<file path="src/rtl/opnd_ea_gen.sv">
module opnd_ea_gen #(
  parameter int AW = 16,
  parameter int BW = 8
) (
  input  logic          clk,
  input  logic          rst_n,
  input  logic          req,
  input  logic [2:0]    mode,
  input  logic [BW-1:0] op_b1,
  input  logic [BW-1:0] op_b2,
  input  logic [AW-1:0] pc,
  input  logic [AW-1:0] hx,
  input  logic          br_taken,
  output logic [AW-1:0] ea,
  output logic          ea_valid,
  output logic [AW-1:0] next_pc,
  output logic [1:0]    len,
  output logic [AW-1:0] imm,
  output logic [AW-1:0] hx_next,
  output logic          hx_wr
);
  localparam int HW = AW - BW;
  localparam logic [2:0] M_INH = 3'd0, M_IM8 = 3'd1, M_IM16 = 3'd2, M_DIR = 3'd3,
                         M_EXT = 3'd4, M_REL = 3'd5, M_IX = 3'd6, M_IXP = 3'd7;

  logic [AW-1:0] ea_c, imm_c, npc_c, hx_c;
  logic [1:0]    len_c;
  logic          ev_c;

  wire [AW-1:0] pair   = AW'({op_b1, op_b2});
  wire [AW-1:0] zpg    = {{HW{1'b0}}, op_b1};
  wire [AW-1:0] offs   = {{HW{op_b1[BW-1]}}, op_b1};
  wire [AW-1:0] rel_pc = pc + AW'(2) + offs;

  always_comb begin
    ea_c  = '0;
    imm_c = '0;
    ev_c  = 1'b0;
    hx_c  = hx;
    case (mode)
      M_IM8:  len_c = 2'd2;
      M_IM16: len_c = 2'd3;
      M_DIR:  len_c = 2'd2;
      M_EXT:  len_c = 2'd3;
      M_REL:  len_c = 2'd2;
      default: len_c = 2'd1;
    endcase
    case (mode)
      M_IM8:  imm_c = zpg;
      M_IM16: imm_c = pair;
      M_DIR:  begin ea_c = zpg;  ev_c = 1'b1; end
      M_EXT:  begin ea_c = pair; ev_c = 1'b1; end
      M_IX:   begin ea_c = hx;   ev_c = 1'b1; end
      M_IXP:  begin ea_c = hx;   ev_c = 1'b1; hx_c = hx + AW'(1); end
      default: ;
    endcase
    npc_c = (mode == M_REL && br_taken) ? rel_pc : pc + AW'(len_c);
  end

  always_ff @(posedge clk) begin
    if (!rst_n) begin
      ea <= '0; ea_valid <= 1'b0; next_pc <= '0; len <= '0;
      imm <= '0; hx_next <= '0; hx_wr <= 1'b0;
    end else begin
      ea_valid <= req & ev_c;
      hx_wr    <= req & (mode == M_IXP);
      if (req) begin
        ea <= ea_c; next_pc <= npc_c; len <= len_c;
        imm <= imm_c; hx_next <= hx_c;
      end
    end
  end


  wr_implies_ea_chk: assert property (@(posedge clk) disable iff (!rst_n)
    hx_wr |-> (ea_valid && hx_next == ea + AW'(1)));

  direct_page_chk: assert property (@(posedge clk) disable iff (!rst_n)
    ($past(req) && $past(mode) == M_DIR) |-> (ea[AW-1:BW] == '0 && ea_valid));

  len_range_chk: assert property (@(posedge clk) disable iff (!rst_n)
    $past(req) |-> (len != 2'd0));

  idle_quiet_chk: assert property (@(posedge clk) disable iff (!rst_n)
    !req |=> (!ea_valid && !hx_wr));

  not_taken_chk: assert property (@(posedge clk) disable iff (!rst_n)
    (req && mode == M_REL && !br_taken) |=> next_pc == $past(pc) + AW'(2));

  no_mem_chk: assert property (@(posedge clk) disable iff (!rst_n)
    ($past(req) && ($past(mode) == M_INH || $past(mode) == M_REL)) |-> !ea_valid);
endmodule

</file>
<file path="config.mk">
export PLATFORM = sky130hd
export DESIGN_NAME = opnd_ea_gen
export DESIGN_NICKNAME = d
export VERILOG_FILES = /design/src/rtl/opnd_ea_gen.sv
export SDC_FILE = /design/constraint.sdc
export NUM_CORES = 1
export LEC_CHECK = 0
export ABC_AREA = 0
export BUFFER_PORTS_ARGS = -buffer_cell sky130_fd_sc_hd__buf_4
export CORE_UTILIZATION = 40
export CTS_BUF_LIST = sky130_fd_sc_hd__clkbuf_16
export CTS_CLUSTER_DIAMETER = 40
export DETAILED_ROUTE_END_ITERATION = 16
export SYNTH_ARGS = -nofsm -noshare
export SYNTH_HDL_FRONTEND = slang
export SYNTH_SLANG_ARGS = --single-unit
export TNS_END_PERCENT = 5
</file>
<file path="constraint.sdc">
create_clock -name clk -period 2.8 [get_ports clk]
set_input_delay 0.14 -clock clk [delete_from_list [all_inputs] [get_ports clk]]
set_output_delay 0.14 -clock clk [all_outputs]
set_load 0.005 [all_outputs]
</file>
# ---- Word-level counts from Yosys, hierarchy flattened
# Index checks and enable logic that the tools add are counted.
dict set report classes {
  n_addsub 4
  n_reduce_logical 5
  bitwise_logic 2
  muxes 6
  eq_ne 7
}
# cell count
set op_table {}
lappend op_table {{$pmux W16 S3} 1}
lappend op_table {{$mux W16} 2}
lappend op_table {{$pmux W16 S2} 1}
lappend op_table {{$add A16 B1 Y16 const B} 1}
lappend op_table {{$add A16 B16 Y16} 1}
lappend op_table {{$add A16 B2 Y16} 1}
lappend op_table {{$add A16 B2 Y16 const B} 1}
lappend op_table {{$eq A3 B3 Y1 const B} 4}
lappend op_table {{$eq A3 B2 Y1 const B} 2}
lappend op_table {{$pmux W2 S2} 1}
lappend op_table {{$reduce_or A2 Y1} 2}
lappend op_table {{$reduce_or A4 Y1} 1}
lappend op_table {{$eq A3 B1 Y1 const B} 1}
lappend op_table {{$reduce_or A3 Y1} 1}
lappend op_table {{$and A1 B1 Y1} 2}
lappend op_table {{$logic_and A1 B1 Y1} 1}
lappend op_table {{$mux W1} 1}
dict set report totals {
  input_bits 55
  elab_cells 31
  regBits 68
}

# ---- Logic depth before layout (Yosys ltp)
dict set report logic_depth {
  depth_word 5
  depth_mapped 12
  depth_no_buf 12
}

# ---- Worst setup path before layout
# Ideal clock, no wire load.
dict set report synth_timing {
  path_kind {input-to-reg}
  from {input op_b1[1]}
  to {register next_pc[15]}
  path_stages 12
  slack_ns 0.626
  setup_ns 0.126
  t_required_ns 2.674
  t_arrival_ns 2.048
  path_buffers 0
  cell_sequence {inv_1 ha_1 inv_1 ha_1 inv_1 fa_1 nand2b_1 a21oi_1 o21ai_2 o31ai_1 xnor2_1 o21ai_0}
}
dict set report synth_via {
  elab_chain_cells 2
}
# element line
set synth_rtl {}
lappend synth_rtl {{start, declared} 9} ;# input logic [BW-1:0] op_b1,
lappend synth_rtl {{$add A16 B16 Y16} 33} ;# wire [AW-1:0] rel_pc = pc + AW'(2) + offs;
lappend synth_rtl {{$mux W16} 57} ;# npc_c = (mode == M_REL && br_taken) ? rel_pc : pc + AW'(len_c);
lappend synth_rtl {{end signal, assigned} 62} ;# ea <= '0; ea_valid <= 1'b0; next_pc <= '0; len <= '0;
lappend synth_rtl {{end signal, assigned} 68} ;# ea <= ea_c; next_pc <= npc_c; len <= len_c;
lappend synth_rtl {{end, declared} 16} ;# output logic [AW-1:0] next_pc,
# No other way between the ends.
# A chain may end at the register's enable or synchronous reset.

# ---- Worst setup path after layout
# Same ends and word-level chain as after synthesis.

==> impl_metrics.json <==
{
  "cts_buffers": 9,
  "cts_tree": "built",
  "grt_pass1_wl_um": 19950,
  "fmax_mhz": 446.0,
  "finalWeightedCongestion": 0.8327,
  "cts_hold_buf": 0,
  "clk_latency_ns": 0.33,
  "grt_usage": 0.2350,
  "stdcell_count": 739,
  "async_reset_ff_frac": 0,
  "cp_max_fo": 5,
  "ys_dominant_reg_cell": "dfxtp_1",
  "place_ws_ns": 0.2544,
  "dr_wl_met3_um": 580,
  "maxCapViolCount": 0,
  "ctsResizeCount": 0,
  "drtPass1Iterations": 4,
  "final_util": 0.5479,
  "fin_crit_ns": 2.242,
  "die_area_um2": 10740,
  "holdPathStages": 3,
  "synth-edff-count": 0,
  "grt_max_degree": 52,
  "worstMarginPinSlew_ns": 1.227,
  "crit_path_start_kind": "input port",
  "fp.dieW_um": 103.6,
  "p_leak_nw": 2.324,
  "yosysSeqAreaShare": 0.3294,
  "setup_viol": 0,
  "power_density_nw_per_um2": 511.9,
  "syn_nets": 576,
  "die_h_um": 103.6,
  "totalPowerFinal_w": 0.002779,
  "hold_end": "imm[3]",
  "via_per_inst": 5.387,
  "path_class": "input port to register",
  "end_kind": "register",
  "tns_ns": 0,
  "wl_met2_um": 5922,
  "htree_levels": 3,
  "hold_class": "input port to register",
  "grt_pass1_vias": 3785,
  "cts_root_buf": "clkbuf_16",
  "drive_gt1_frac": 0.2574,
  "yosysTopAreaCell": "dfxtp_1",
  "dr.first_iter.drc_count": 242,
  "rsz0062_at_grt": "false",
  "min-delay-start": "op_b2[3]",
  "routed_wl_um": 12640,
  "clockBufferDepth": 2,
  "ir_drop_mv": 0.2923,
  "post_cts.repair.setup_buffers": 0,
  "r2r_slack_ns": 1.98,
  "ys_warn_count": 0,
  "synth_seq_cells": 68,
  "synthCells": 487,
  "top_layer": "met4",
  "antenna_cells": 0,
  "rr_worst_depth": 2,
  "hold_viol_final": 0,
  "antenna_found_initial": 0,
  "crit_arrival_ns": 2.44,
  "synthesis.area_um2": 4133,
  "place_hpwl_um": 9541,
  "portBuffers": 122,
  "fin_nets": 691,
  "std_cell_rows": 36,
  "final.period_utilization": 0.8008,
  "ios": 123,
  "ant_nets": 0,
  "wl_met1_um": 5852,
  "max_slew_margin": 0.1788,
  "synth_top_area_frac": 0.3294,
  "drcViolationCount": 0,
  "clock_skew_ns": 0,
  "synth.distinct_cells": 54,
  "clkTransAtPathRegs_ns": 0.06,
  "area_growth_pct": 31.37,
  "synth_common_cells": "dfxtp_1, nor2_1, nand2_1",
  "floorplan.initialDensity": 0.4170,
  "avgSynthCellArea_um2": 8.486,
  "yosysMostFrequentCell": "dfxtp_1",
  "clock_sinks": 68,
  "vias": 3981,
  "placed_cells": 724,
  "r2r_start": "next_pc[14]",
  "worstReg2RegEnd": "next_pc[14]",
  "finalMaxSlewViolations": 0,
  "overflow": 0,
  "crit_required_ns": 3.00,
  "setup_ws_ns": 0.5577,
  "status": "complete, no violations",
  "yosys-top-cells-area": "dfxtp_1, ha_1, nor2_1",
  "routedWlPerCell_um": 17.10,
  "core_um2": 9910
}
[stage by stage]
step,hold slack [ns],area [µm²]
2_1_floorplan,0.2486,4133
3_3_place_gp,0.3538,5147
3_5_place_dp,0.3532,5147
4_1_cts,0.01094,5429
5_1_grt,0.02799,5429
6_report,0.01609,5429
[where the power goes]
group | internal (W) | switching, W
logic | 0.000291 | 0.000338
clock network | 0.000675 | 0.000429
registers | 0.00102 | 0.0000274
total | 0.00198 | 0.000795
[cell usage in the layout (no fill, tap or decap), types with 3 or more instances in the layout]
cell type and count:
or2_2 3, nor2_1 58, xor2_1 18, nand2b_1 4, dfxtp_1 68, a22o_1 16, a21oi_1 24, xnor2_1 21
and2_1 3, o221ai_1 6, clkbuf_16 9, a22oi_1 23, nor3_1 5, inv_1 11, a211oi_1 17, and3_1 5
clkinv_1 5, nor2b_1 5, nand4_1 7, o21ai_0 31, ha_1 32, mux2i_1 8, nand3_1 15, nand2_1 46
buf_4 130
[critical path, cell delays in order]
cell	delay, ns
buf_4	0.14
inv_1	0.05
ha_1	0.28
inv_1	0.06
ha_1	0.18
inv_1	0.06
fa_1	0.37
nand2b_1	0.19
a21oi_1	0.23
o21ai_2	0.14
o31ai_1	0.33
xnor2_1	0.17
o21ai_0	0.09
[sequential cells by signal, summed over array words and instances, names as in the netlist]
| name | count |
|---|---|
| next_pc | 16 |
| ea_valid | 1 |
| hx_next | 16 |
| ea | 16 |
| hx_wr | 1 |
| len | 2 |
| imm | 16 |
[worst max path at each step]
stage,startpoint,cells past startpoint,endpoint,slack [ns]
floorplan,op_b1[1],12,next_pc[15],0.63
global placement,op_b1[1],13,next_pc[15],0.34
detailed placement,op_b1[1],13,next_pc[15],0.25
CTS,op_b1[1],13,next_pc[15],0.59
global route,op_b1[1],13,next_pc[15],0.37
finish,op_b1[1],13,next_pc[15],0.56
[layout make-up]
cell class,instances,area (µm²)
Multi-Input combinational cell,380,2595
Sequential cell,68,1361
Clock buffer,9,225.2
Timing Repair Buffer,130,975.9
Fill cell,953,4481
Tap cell,133,166.4
Clock inverter,6,56.30
Inverter,13,48.80
[cells by family after synthesis]
group	count (synthesis)	share of synthesized area
AO/OA/AOI/OAI	135	0.2234
multiplexers	9	0.02210
XOR/XNOR	39	0.08265
buffers and inverters	39	0.04269
AND/OR/NAND/NOR	163	0.1932
adder cells (fa/ha/maj)	34	0.1066
flip-flops	68	0.3294
[layer usage]
metal  global-route usage  vias up
met5                    0        -
met4              0.08799        0
met3              0.04091       21
met2               0.3835      116
met1               0.3086     1849
li1                     -     1995
Power figures use the tool's default switching activity.
